===== config.mk =====
export PLATFORM = sky130hd
export DESIGN_NAME = piso_latched
export DESIGN_NICKNAME = d
export VERILOG_FILES = /design/src/rtl/piso_pkg.sv /design/src/rtl/piso_hold_stage.sv /design/src/rtl/piso_shift_stage.sv /design/src/rtl/piso_latched.sv
export SDC_FILE = /design/constraint.sdc
export NUM_CORES = 1
export LEC_CHECK = 0
export BUFFER_PORTS_ARGS = -buffer_cell sky130_fd_sc_hd__buf_2
export CORE_MARGIN = 2
export CORE_UTILIZATION = 45
export CTS_BUF_LIST = sky130_fd_sc_hd__clkbuf_2 sky130_fd_sc_hd__clkbuf_4 sky130_fd_sc_hd__clkbuf_8
export CTS_CLUSTER_SIZE = 14
export DETAILED_ROUTE_END_ITERATION = 12
export GPL_ROUTABILITY_DRIVEN = 1
export PLACE_DENSITY_LB_ADDON = 0.12
export SLEW_MARGIN = 10
export SYNTH_ARGS = -nofsm -noshare
export SYNTH_HDL_FRONTEND = slang
export SYNTH_HIERARCHICAL = 1
export SYNTH_SLANG_ARGS = --single-unit

===== constraint.sdc =====
create_clock -name clk -period 1.7 [get_ports clk]
set_input_delay 0.085 -clock clk [delete_from_list [all_inputs] [get_ports clk]]
set_output_delay 0.085 -clock clk [all_outputs]
set_load 0.01 [all_outputs]

===== src/rtl/piso_pkg.sv =====
package piso_pkg;

  // One shift step: move toward the top bit, refill bit 0 from the serial input.
  function automatic logic [63:0] shift_word(input logic [63:0] cur, input logic sin, input int w);
    logic [63:0] r;
    r = '0;
    for (int i = 0; i < 64; i++) begin
      if (i == 0) r[i] = sin;
      else if (i < w) r[i] = cur[i-1];
    end
    return r;
  endfunction

endpackage


===== src/rtl/piso_hold_stage.sv =====
module piso_hold_stage #(
  parameter int WIDTH = 8
) (
  input  logic             clk,
  input  logic             rst_n,
  input  logic             cap_en,
  input  logic [WIDTH-1:0] d_in,
  output logic [WIDTH-1:0] q
);

  always_ff @(posedge clk or negedge rst_n) begin
    if (!rst_n)      q <= '0;
    else if (cap_en) q <= d_in;
  end

  AST_HOLD_TAKES: assert property (@(posedge clk) disable iff (!rst_n)
    cap_en |=> q == $past(d_in));
  AST_HOLD_KEEPS: assert property (@(posedge clk) disable iff (!rst_n)
    !cap_en |=> $stable(q));

endmodule


===== src/rtl/piso_shift_stage.sv =====
module piso_shift_stage
  import piso_pkg::*;
#(
  parameter int WIDTH = 8
) (
  input  logic             clk,
  input  logic             rst_n,
  input  logic             clr_n,
  input  logic             load_n,
  input  logic             shift_en,
  input  logic             ser_in,
  input  logic [WIDTH-1:0] par_src,
  output logic [WIDTH-1:0] q,
  output logic             ser_out
);

  localparam int TOP = WIDTH - 1;

  logic ev_clear, ev_load, ev_shift;
  logic [63:0] shifted_wide;
  logic [WIDTH-1:0] shifted;

  assign ev_clear = !clr_n;
  assign ev_load  = clr_n && !load_n;
  assign ev_shift = clr_n && load_n && shift_en;

  assign shifted_wide = shift_word(64'(q), ser_in, WIDTH);
  assign shifted      = shifted_wide[WIDTH-1:0];

  always_ff @(posedge clk or negedge rst_n) begin
    if (!rst_n)        q <= '0;
    else if (ev_clear) q <= '0;
    else if (ev_load)  q <= par_src;
    else if (ev_shift) q <= shifted;
  end

  assign ser_out = q[TOP];

  AST_CLEAR_EMPTIES: assert property (@(posedge clk) disable iff (!rst_n)
    !clr_n |=> q == '0);
  AST_LOAD_OVERRIDES: assert property (@(posedge clk) disable iff (!rst_n)
    (clr_n && !load_n) |=> q == $past(par_src));
  AST_SHIFT_ADVANCES: assert property (@(posedge clk) disable iff (!rst_n)
    ev_shift |=> (q[TOP:1] == $past(q[TOP-1:0])) && (q[0] == $past(ser_in)));
  AST_IDLE_HOLDS: assert property (@(posedge clk) disable iff (!rst_n)
    (clr_n && load_n && !shift_en) |=> $stable(q));

endmodule


===== src/rtl/piso_latched.sv =====
module piso_latched #(
  parameter int WIDTH = 8
) (
  input  logic             clk,
  input  logic             rst_n,
  input  logic [WIDTH-1:0] par_in,
  input  logic             cap_stb,
  input  logic             sh_stb,
  input  logic             ser_in,
  input  logic             load_n,
  input  logic             clr_n,
  output logic             ser_out
);

  logic [WIDTH-1:0] held_word;
  logic [WIDTH-1:0] shift_word_q;

  piso_hold_stage #(.WIDTH(WIDTH)) u_hold (
    .clk    (clk),
    .rst_n  (rst_n),
    .cap_en (cap_stb),
    .d_in   (par_in),
    .q      (held_word)
  );

  piso_shift_stage #(.WIDTH(WIDTH)) u_shift (
    .clk      (clk),
    .rst_n    (rst_n),
    .clr_n    (clr_n),
    .load_n   (load_n),
    .shift_en (sh_stb),
    .ser_in   (ser_in),
    .par_src  (held_word),
    .q        (shift_word_q),
    .ser_out  (ser_out)
  );

  AST_CLEAR_KEEPS_STORE: assert property (@(posedge clk) disable iff (!rst_n)
    (!clr_n && !cap_stb) |=> $stable(held_word));
  AST_SAME_CYCLE_OLD: assert property (@(posedge clk) disable iff (!rst_n)
    (cap_stb && clr_n && !load_n) |=> shift_word_q == $past(held_word));
  AST_RESET_ZERO: assert property (@(posedge clk)
    !rst_n |-> (ser_out == 1'b0));

endmodule


# [After elaboration in Yosys (flattened, before gate mapping)]
# Cells that the tools add are included.
[word_totals] register_bits=16 out_inout_bits=1 word_cells=10
[op_classes] n_eq_ne=1 mux=3 reduce_logical=4
[ops] op="8-bit 2-to-1 mux" count=3
[ops] op="1-bit logical AND" count=3
[ops] op="3-bit by 1-bit != test with 1-bit output, second input constant" count=1
[ops] op="1-bit logical NOT" count=1

# [Depth between registers and ports, before layout]
[depth] ltp_word=5 depth_mapped=3

# [By module]
# The synthesis kept the hierarchy.
[by_module_without_submodules] mod="piso_shift_stage" instances=1 cells_each=35 area_per_inst_um2=394.1 seq_area_each_um2=200.2
[by_module_without_submodules] mod="piso_hold_stage" instances=1 cells_each=17 area_per_inst_um2=331.6 seq_area_each_um2=200.2

# [Least setup slack after synthesis]
# OpenSTA, ideal clock, no wires.
[synth_path] kind="reg-to-reg" from="reg u_hold/q[1] (netlist name)" to="reg u_hold.q[1]" setup_ps=125 arrival_time_ps=620 setup_slack_ps=955 stages_incl_launch_ff=2 path_buffers=0 path_cell_list="dfrtp_1 mux2_4"
[synth_lines] element="to (signal assigned)" line="piso_hold_stage.sv:13" rtl="else if (cap_en) q <= d_in;"
[synth_lines] element="to (decl)" line="piso_hold_stage.sv:8" rtl="output logic [WIDTH-1:0] q"

# [Final worst setup path]
[layout_path] from="reg u_shift.q[7]" to="out ser_out"
[layout_lines] element="from (decl)" line="piso_shift_stage.sv:13" rtl="output logic [WIDTH-1:0] q,"
[layout_lines] element="from (signal assigned)" line="piso_shift_stage.sv:33" rtl="else if (ev_load) q <= par_src;"
[layout_lines] element="from (signal assigned)" line="piso_shift_stage.sv:34" rtl="else if (ev_shift) q <= shifted;"
[layout_lines] element="to (decl)" line="piso_latched.sv:12" rtl="output logic ser_out"
# No word-level cell between the ends.

==> qor_table.md <==
| Quantity | Value | Unit |
|---|---|---|
| Outcome | complete, no violations | - |
| Pin count of the biggest net entering global routing | 17 | - |
| Die Area | 0.00193 | mm^2 |
| Setup Fix Bufs, Post-CTS | 0 | - |
| FP Rows | 14 | - |
| R2r startpoint | u_hold/q[1] | - |
| Startpoint Class | register | - |
| H-tree levels | 1 | - |
| Placed instance count | 79 | - |
| Area growth syn-to-layout | 13.1 | % |
| Pin slew with the least headroom to its limit | 321 | ps |
| Mean routed wirelength per cell | 10.4 | um |
| Synthesis warning total | 6 | - |
| Classification of the worst-slack hold path | in -> reg | - |
| Root Buffer Master | sky130_fd_sc_hd__clkbuf_4 | - |
| Largest delay contributor family on the critical path | flip-flops | - |
| Total wire length | 866 | um |
| # fillers | 143 | - |
| Via density per instance | 5.00 | - |
| Crit path cell chain | buf_2 | - |
| Final Net Count | 84 | - |
| Initial antenna violation count | 0 | - |
| Synth Net Count | 66 | - |
| Biggest cell delay along the critical path | 380 | ps |
| Die X | 44.0 | um |
| Initial drt markers | 4 | - |
| Remaining global-route overflow | 0 | - |
| Floorplan core area | 0.00151 | mm^2 |
| Effective utilization at floorplan | 0.477 | - |
| Worst clock skew | 4.50 | ps |
| Final weighted congestion in routability-driven placement | 0.601 | - |
| Worst path arrival time | 790 | ps |
| Post-CTS sizing | 0 | - |
| ANT nets after route | 0 | - |
| Die span in y | 44.0 | um |
| Cells after synthesis | 51 | - |
| Total negative setup slack | 0 | ps |
| Cell Area, Placed | 779 | um^2 |
| TritonCTS Sinks | 16 | - |
| Layout cell share with drive strength beyond 1 | 0.403 | - |
| Global routing usage summed across all routing layers | 0.114 | - |
| Worst setup path startpoint | u_shift/q[7] | - |
| Global-route wire length before repair | 1.55 | mm |
| FMAX | 1150 | MHz |
| Average instance area after synthesis | 14.1 | um^2 |
| Worst path required time | 1620 | ps |
| Worst slew margin relative to its limit | 0.786 | - |
| Number of maximum-capacitance violations | 0 | - |
| Critical-path top delay cell | sky130_fd_sc_hd__dfrtp_1 | - |
| Worst-case vdd ir drop | 0.503 | mV |
| Clock tree from TritonCTS | built | - |
| Total power density per cell area | 875 | mW/mm^2 |
| Count of input and output buffers | 15 | - |
| Cell Area, Synth | 718 | um^2 |
| IO Pins | 16 | - |
| Count of final setup violators | 0 | - |
| Area of combinational cells with multiple inputs | 284 | um^2 |
| Buffers plus inverters on the worst setup path | 1 | - |
| Leakage component of the power | 0.408 | nW |
| Max Root-Sink Buffers | 2 | - |
| Final instance area | 812 | um^2 |
| Final Max Tran Viols | 0 | - |
| Via count of the first global-routing pass | 380 | - |
| Total power after layout | 0.710 | mW |
| Clock Latency Late Sink | 270 | ps |
| Crit end category | output pin | - |
| Worst Hold Launch | par_in[1] | - |
| Count of TritonRoute iterations in the first routing pass | 2 | - |
| Maximum net fanout on the critical path | 2 | - |
| RSZ-0062 raised after global routing | no | - |
| Worst Hold Margin | 39.4 | ps |
| Total number of vias | 415 | - |
| Final hold viol count | 0 | - |
| Area used by sequential logic in the layout | 400 | um^2 |
| Post-route clock period utilization | 0.513 | - |
| Clock slew seen by the registers of the worst setup and hold paths | 80 | ps |
| DRC errors left | 0 | - |
| Critical path class | reg -> out | - |
| CTS buffer count | 3 | - |
| Final cell count without fillers | 83 | - |
| Antenna diode instance count | 0 | - |
| Clock period minus final worst setup slack | 873 | ps |
[metal layers]
layer  part of all wire  up-vias  wire length, um  track usage
li1                   -      220                -            -
met1               0.46      183              398        0.151
met2               0.48       12              419        0.168
met3              0.055        0               48       0.0375
met4                  0        0                0       0.0545
met5                  0        -                0            0
[what timing repair did]
action	4_1_cts	5_1_grt
setup endpoints to repair	0	0
hold buffers	1	0
hold endpoints to repair	16	0
[cell usage in the layout, fill, tap and decap left out]
master and n:
sky130_fd_sc_hd__o21ai_2 1, sky130_fd_sc_hd__clkbuf_4 3, sky130_fd_sc_hd__o21ai_1 1, sky130_fd_sc_hd__mux2_4 8, sky130_fd_sc_hd__buf_2 15, sky130_fd_sc_hd__o21ai_0 6, sky130_fd_sc_hd__dlygate4sd3_1 1, sky130_fd_sc_hd__mux2i_1 8
sky130_fd_sc_hd__a21oi_1 8, sky130_fd_sc_hd__dfrtp_1 16
[cell type report]
| cell class | count | area share |
|---|---|---|
| clock buffers | 3 | 0.0277 |
| well taps | 16 | 0.0247 |
| flip-flops and latches | 16 | 0.493 |
| repair buffers | 16 | 0.105 |
| multi-input cells | 32 | 0.350 |
[sequential cells by signal (all words and copies together) (netlist names)]
| name | flops |
|---|---|
| u_hold/q | 8 |
| u_shift/q | 8 |
[where the power goes]
part	total [mW]	leakage (nW)	switching (mW)	internal (mW)
Combinational	0.102	0.197	0.0422	0.0600
Sequential	0.431	0.197	0.0170	0.414
Clock	0.177	0.0138	0.0949	0.0818
[metrics by stage]
stage / utilization / setup WS, ps
after floorplan: - / 955
after global placement: 0.517 / 941
after detailed placement: 0.517 / 929
after CTS: 0.539 / 808
after global routing: 0.539 / 781
final: 0.539 / 827
[final timing paths]
| path | end | slack [ps] | cells past startpoint |
|---|---|---|---|
| setup / recovery | ser_out | 830 | 1 |
| hold / removal | u_hold/q[1] | 40 | 2 |
| setup reg to reg | u_hold/q[1] | 930 | 1 |
| hold reg to reg | u_hold/q[5] | 510 | 1 |
| max in group asynchronous | u_shift/q[7] | 1230 | 2 |
| min in group asynchronous | u_hold/q[2] | 230 | 2 |
Power figures use the tool's default switching activity.
